$ cat src/rtl/i2c_irq_pkg.sv
package i2c_irq_pkg;

  // Width of the per-bus enable and status registers.
  localparam int STAT_W = 15;

  // Status bit positions driven by engine events.
  localparam int EV_TX_ACK    = 0;
  localparam int EV_TX_NAK    = 1;
  localparam int EV_RX_DONE   = 2;
  localparam int EV_ARB_LOSS  = 3;
  localparam int EV_STOP_OK   = 4;
  localparam int EV_STOP_BAD  = 5;
  localparam int EV_SCL_TMO   = 6;

  // Register selector shared by the write and read ports.
  typedef enum logic [1:0] {
    SEL_ENABLE  = 2'd0,
    SEL_STATUS  = 2'd1,
    SEL_PENDMAP = 2'd2,
    SEL_NONE    = 2'd3
  } reg_sel_e;

endpackage

$ cat src/rtl/irq_bus_slice.sv
// One bus worth of enable, status, line and receive re-arm state.
module irq_bus_slice #(
  parameter int STAT_W  = 15,
  parameter int RX_BIT  = 2
) (
  input  logic              clk,
  input  logic              rst,
  input  logic              bus_rst,
  input  logic              en_wr,
  input  logic              st_wr,
  input  logic [STAT_W-1:0] wdata,
  input  logic [STAT_W-1:0] ev,
  input  logic              rx_pending,
  output logic [STAT_W-1:0] en_q,
  output logic [STAT_W-1:0] stat_q,
  output logic              line_q,
  output logic              rearm_q
);

  logic [STAT_W-1:0] cleared;
  logic [STAT_W-1:0] merged;
  logic              raise;
  logic              line_d;
  logic              rearm_d;

  always_comb begin
    // Clear first, then merge and mask on a raise.
    cleared = st_wr ? (stat_q & ~wdata) : stat_q;
    raise   = |ev;
    merged  = raise ? ((cleared | ev) & en_q) : cleared;

    line_d = line_q;
    if (st_wr && (cleared == '0)) line_d = 1'b0;
    if (raise && (merged != '0))  line_d = 1'b1;

    rearm_d = st_wr && stat_q[RX_BIT] && wdata[RX_BIT] && rx_pending;
  end

  always_ff @(posedge clk) begin
    if (rst || bus_rst) begin
      en_q    <= '0;
      stat_q  <= '0;
      line_q  <= 1'b0;
      rearm_q <= 1'b0;
    end else begin
      if (en_wr) en_q <= wdata;
      stat_q  <= merged;
      line_q  <= line_d;
      rearm_q <= rearm_d;
    end
  end

endmodule

$ cat src/rtl/irq_read_port.sv
// Registered read mux over all buses and the pending map.
module irq_read_port
  import i2c_irq_pkg::*;
#(
  parameter int NUM_BUS = 8,
  parameter int DATA_W  = 32,
  parameter int IDX_W   = 3
) (
  input  logic                           clk,
  input  logic                           rst,
  input  logic [IDX_W-1:0]               rd_bus,
  input  logic [1:0]                     rd_sel,
  input  logic [NUM_BUS-1:0][STAT_W-1:0] en_all,
  input  logic [NUM_BUS-1:0][STAT_W-1:0] stat_all,
  input  logic [NUM_BUS-1:0]             pend,
  output logic [DATA_W-1:0]              rd_data
);

  logic [DATA_W-1:0] rd_d;

  always_comb begin
    rd_d = '0;
    case (rd_sel)
      SEL_ENABLE:  if (int'(rd_bus) < NUM_BUS) rd_d[STAT_W-1:0] = en_all[rd_bus];
      SEL_STATUS:  if (int'(rd_bus) < NUM_BUS) rd_d[STAT_W-1:0] = stat_all[rd_bus];
      SEL_PENDMAP: rd_d[NUM_BUS-1:0] = pend;
      default:     rd_d = '0;
    endcase
  end

  always_ff @(posedge clk) begin
    if (rst) rd_data <= '0;
    else     rd_data <= rd_d;
  end

endmodule

$ cat src/rtl/irq_status_agg.sv
module irq_status_agg
  import i2c_irq_pkg::*;
#(
  parameter int NUM_BUS = 8,
  parameter int DATA_W  = 32,
  localparam int IDX_W  = (NUM_BUS > 1) ? $clog2(NUM_BUS) : 1
) (
  input  logic               clk,
  input  logic               rst,
  input  logic [NUM_BUS-1:0] bus_rst,
  input  logic               wr_en,
  input  logic [IDX_W-1:0]   wr_bus,
  input  logic [1:0]         wr_sel,
  input  logic [DATA_W-1:0]  wr_data,
  input  logic [IDX_W-1:0]   rd_bus,
  input  logic [1:0]         rd_sel,
  output logic [DATA_W-1:0]  rd_data,
  input  logic [NUM_BUS-1:0] ev_tx_ack,
  input  logic [NUM_BUS-1:0] ev_tx_nak,
  input  logic [NUM_BUS-1:0] ev_rx_done,
  input  logic [NUM_BUS-1:0] ev_arb_loss,
  input  logic [NUM_BUS-1:0] ev_stop_ok,
  input  logic [NUM_BUS-1:0] ev_stop_bad,
  input  logic [NUM_BUS-1:0] ev_scl_timeout,
  input  logic [NUM_BUS-1:0] rx_pending,
  output logic [NUM_BUS-1:0] irq,
  output logic [NUM_BUS-1:0] rx_rearm
);

  logic [NUM_BUS-1:0][STAT_W-1:0] en_all;
  logic [NUM_BUS-1:0][STAT_W-1:0] stat_all;
  logic [NUM_BUS-1:0]             line_vec;
  logic [NUM_BUS-1:0]             ev_hit;
  logic                           unused_hi;

  assign unused_hi = ^wr_data[DATA_W-1:STAT_W];

  for (genvar g = 0; g < NUM_BUS; g++) begin : g_bus
    logic [STAT_W-1:0] ev_vec;
    logic              bus_hit;
    logic              en_wr;
    logic              st_wr;

    always_comb begin
      ev_vec              = '0;
      ev_vec[EV_TX_ACK]   = ev_tx_ack[g];
      ev_vec[EV_TX_NAK]   = ev_tx_nak[g];
      ev_vec[EV_RX_DONE]  = ev_rx_done[g];
      ev_vec[EV_ARB_LOSS] = ev_arb_loss[g];
      ev_vec[EV_STOP_OK]  = ev_stop_ok[g];
      ev_vec[EV_STOP_BAD] = ev_stop_bad[g];
      ev_vec[EV_SCL_TMO]  = ev_scl_timeout[g];
    end

    assign bus_hit   = wr_en && (int'(wr_bus) == g);
    assign en_wr     = bus_hit && (wr_sel == SEL_ENABLE);
    assign st_wr     = bus_hit && (wr_sel == SEL_STATUS);
    assign ev_hit[g] = |ev_vec;

    irq_bus_slice #(
      .STAT_W (STAT_W),
      .RX_BIT (EV_RX_DONE)
    ) u_slice (
      .clk        (clk),
      .rst        (rst),
      .bus_rst    (bus_rst[g]),
      .en_wr      (en_wr),
      .st_wr      (st_wr),
      .wdata      (wr_data[STAT_W-1:0]),
      .ev         (ev_vec),
      .rx_pending (rx_pending[g]),
      .en_q       (en_all[g]),
      .stat_q     (stat_all[g]),
      .line_q     (line_vec[g]),
      .rearm_q    (rx_rearm[g])
    );
  end

  // The line flops double as the controller-wide pending map.
  assign irq = line_vec;

  irq_read_port #(
    .NUM_BUS (NUM_BUS),
    .DATA_W  (DATA_W),
    .IDX_W   (IDX_W)
  ) u_rd (
    .clk      (clk),
    .rst      (rst),
    .rd_bus   (rd_bus),
    .rd_sel   (rd_sel),
    .en_all   (en_all),
    .stat_all (stat_all),
    .pend     (line_vec),
    .rd_data  (rd_data)
  );

endmodule

$ cat config.mk
export PLATFORM = sky130hd
export DESIGN_NAME = irq_status_agg
export DESIGN_NICKNAME = d
export VERILOG_FILES = /design/src/rtl/i2c_irq_pkg.sv /design/src/rtl/irq_bus_slice.sv /design/src/rtl/irq_read_port.sv /design/src/rtl/irq_status_agg.sv
export SDC_FILE = /design/constraint.sdc
export NUM_CORES = 1
export LEC_CHECK = 0
export BUFFER_PORTS_ARGS = -buffer_cell sky130_fd_sc_hd__clkbuf_2
export CORE_ASPECT_RATIO = 1.2
export CORE_MARGIN = 4
export CORE_UTILIZATION = 50
export DETAILED_ROUTE_END_ITERATION = 10
export HOLD_SLACK_MARGIN = 0.02
export PLACE_DENSITY = 0.73
export SYNTH_ARGS = -nofsm -noshare
export SYNTH_HDL_FRONTEND = slang
export SYNTH_HIERARCHICAL = 1
export SYNTH_SLANG_ARGS = --single-unit
$ cat constraint.sdc
create_clock -name clk -period 2.7 [get_ports clk]
set_input_delay 0.81 -clock clk [delete_from_list [all_inputs] [get_ports clk]]
set_output_delay 0.81 -clock clk [all_outputs]
set_load 0.03 [all_outputs]
==> summary.md <==
| Metric | Value |
|---|---|
| Post-Route Skew | 0.00941 ns |
| Core ar. | between 20000 and 30000 um2 |
| Fmax | ~440 MHz |
| ANT nets after route | 0 |
| Diode count | 0 |
| Post-cts sizing count | 0 |
| CTS Buf Count | 29 |
| Main synth FF type | dfxtp_1 |
| First-pass GRT wire length | about 76 mm |
| Sink Count | roughly 270 |
| Initial antenna violation count | 1 |
| Commonest non-fill, non-tap cells in the layout | 272 x nor2_1, 271 x dfxtp_1, 183 x mux2i_1 |
| Initial core utilization | 0.507 |
| VDD IR max | between 0.4 and 0.5 mV |
| WL per Instance | 21.9 um |
| Overall Power | 8.90 mW |
| Via density | a little under 6 |
| Die H | just under 200 um |
| DRC | 0 |
| Avg Cell Area, Syn | 8.89 um2 |
| 1st-iter DRT viols | about 1300 |
| Reg2Reg Launch Point | g_bus[0].u_slice/stat_q[2]$_SDFF_PP0_ |
| Worst Hold Class | input port to flop |
| Total I/O pin count | 165 |
| #FFs+latches synth | between 200 and 300 |
| Fin. max-slew vios | 0 |
| Share of layout cells above drive strength 1 | 0.200 |
| Critical Path RT | roughly 3.1 ns |
| Max Cap Viol | 0 |
| Hold Fails Final Rpt | 0 |
| Worst EP arrival | around 2.7 ns |
| EDFF count, synth | 0 |
| Hold WS | 0.479 ns |
| Final std cells w/o fill | ~2300 |
| Nets | between 2000 and 2500 |
| CP Capture Type | flop |
| Fin crit period | between 2 and 2.5 ns |
| DRT Pass-1 Iters | 5 |
| YS warnings | 6 |
| Post-synthesis sequential area ratio | 0.382 |
| CTS max path bufs | 3 |
| Vias in the first global route | roughly 13000 |
| RSZ-0062 raised after global routing | no |
| FILL cells | between 2000 and 2500 |
| Setup Viol. Count Final | 0 |
| Final period utilization | 0.837 |
| Post-DP Area | 16300 um2 |
| Commonest non-fill, non-tap cell in the layout | nor2_1 |
| Post-DP HPWL | roughly 37 mm |
| H-tree levels | 1 |
| Grt ovf | 0 |
| Critical Path Start | wr_bus[2] |
| Num rows | 67 |
| Root buffer cell | clkbuf_16 |
| Post-route cell area | 17300 um2 |
| Largest net degree at the start of global routing | 33 |
| Hold_sp | rx_pending[7] |
| Die Wd | 162 um |
| Synth unique cells | 48 |
| Postcts setup bufs | 0 |
| IO Port Bufs | 130 |
| DP Worst Slack | -0.0906 ns |
| Crit path launch type | input port |
| Die area | between 30000 and 40000 um2 |
| Worst-Skew Late Latency | approximately 0.56 ns |
| Post-synthesis instance area | between 10000 and 15000 um2 |
| Total GRT Usage | 0.316 |
| CP Class | input port to flop |
| Critical path fanouts, max | 13 |
| Inst Count DP | between 2000 and 2500 |
| Fraction of registers with async set/reset | 0 |
| Power per Cell Area | around 520 nW/um2 |
| Leakage | a little under 7 nW |
| Vias | between 10000 and 15000 |
| Relative slew slack | 0.534 |
| Routability cong. | between 1 and 1.5 |
| CTS Hold Bufs | 0 |
| Status | finished, final reports clean |
| Final wirelength | 50.8 mm |
| Post-Synthesis Cells | around 1600 |
| Clock slew at the register clock pins of the worst setup and hold paths | about 0.060 ns |
| Synthesis-to-layout area growth | 21.7% |
| Worst slew pin tran | ~0.7 ns |
| Setup WS post-layout | between 0.4 and 0.5 ns |
| TritonCTS clock tree | done |
## cell type report
type | instances | area (um2) | share of cell area
timing repair buffer | 269 | 1950 | 0.113
multi-input combinational | 1202 | 7920 | 0.459
inverter | 144 | 541 | 0.0313
sequential | 271 | 5430 | 0.314
tap | 379 | 474 | 0.0274
clock buffer | 45 | 856 | 0.0495
clock inverter | 6 | 109 | 0.00630
## final timing paths
| kind | endpoint | slack (ns) | depth (start not counted) |
|---|---|---|---|
| worst min register to register | g_bus[7].u_slice/rearm_q$_SDFF_PP0_ | 0.50 | 2 |
| worst max register to register | u_rd/rd_data[2]$_SDFF_PP0_ | 1.06 | 5 |
| worst max-delay path | g_bus[6].u_slice/line_q$_SDFFE_PP0P_ | 0.44 | 12 |
| worst min-delay path | g_bus[7].u_slice/rearm_q$_SDFF_PP0_ | 0.48 | 3 |
## report_power, final
group	internal [mW]	switching, mW
logic	0.272	0.509
registers	4.01	0.00945
clock network	2.44	1.65
## synth_stat cells, types with 9 or more instances
library cell / instances / area [um2]
buf_12: 9 / 180
a21boi_0: 32 / 240
buf_4: 30 / 225
buf_2: 22 / 110
nand2_1: 48 / 180
o22ai_1: 138 / 863
nor2_1: 275 / 1030
dfxtp_1: 271 / 5430
nor4_1: 32 / 200
a22oi_1: 17 / 128
nand4_1: 20 / 125
inv_1: 144 / 541
nor3_1: 28 / 140
mux4_2: 29 / 653
mux2i_1: 183 / 1830
clkbuf_1: 46 / 173
a221oi_1: 19 / 166
o21ai_0: 16 / 80.1
buf_6: 15 / 169
a21oi_1: 88 / 440
## flip-flops by register name (all words and copies together) (netlist names)
signal,count
u_rd/rd_data,15
g_bus.u_slice/rearm_q,8
g_bus.u_slice/en_q,120
g_bus.u_slice/line_q,8
g_bus.u_slice/stat_q,120
## critical path, cell delays in order
cell and delay (ns):
clkbuf_2 0.10, buf_4 0.11, nand4b_1 0.12, buf_4 0.19
nor2_1 0.11, buf_4 0.22, nand2_1 0.07, a21oi_1 0.24
nand2_1 0.09, a21oi_1 0.16, nor4bb_1 0.38, a221oi_2 0.10
## cells by family after synthesis
kind of cell | Yosys count | synth area share
and+or+nand+nor | 472 | 0.160
AOI/OAI and AO/OA | 369 | 0.177
DFF | 271 | 0.382
buffers and inverters | 266 | 0.0985
muxes | 216 | 0.181
other | 2 | 0.000529
## metal layers
layer | vias up | wire length (um) | GRT usage | share of wire
met3 | 167 | 3930 | 0.0387 | 0.077
met1 | 6455 | 20000 | 0.401 | 0.39
li1 | 6217 | - | - | -
met2 | 687 | 23700 | 0.527 | 0.47
met5 | - | 10 | 0 | 0.00020
met4 | 2 | 3180 | 0.170 | 0.063
## through the flow
| step | TNS (ns) | utilization |
|---|---|---|
| floorplan | 0 | - |
| global placement | -0.0491 | 0.583 |
| detailed placement | -0.411 | 0.583 |
| CTS | 0 | 0.617 |
| global route | 0 | 0.617 |
| finish | 0 | 0.617 |
Power figures use the tool's default switching activity.
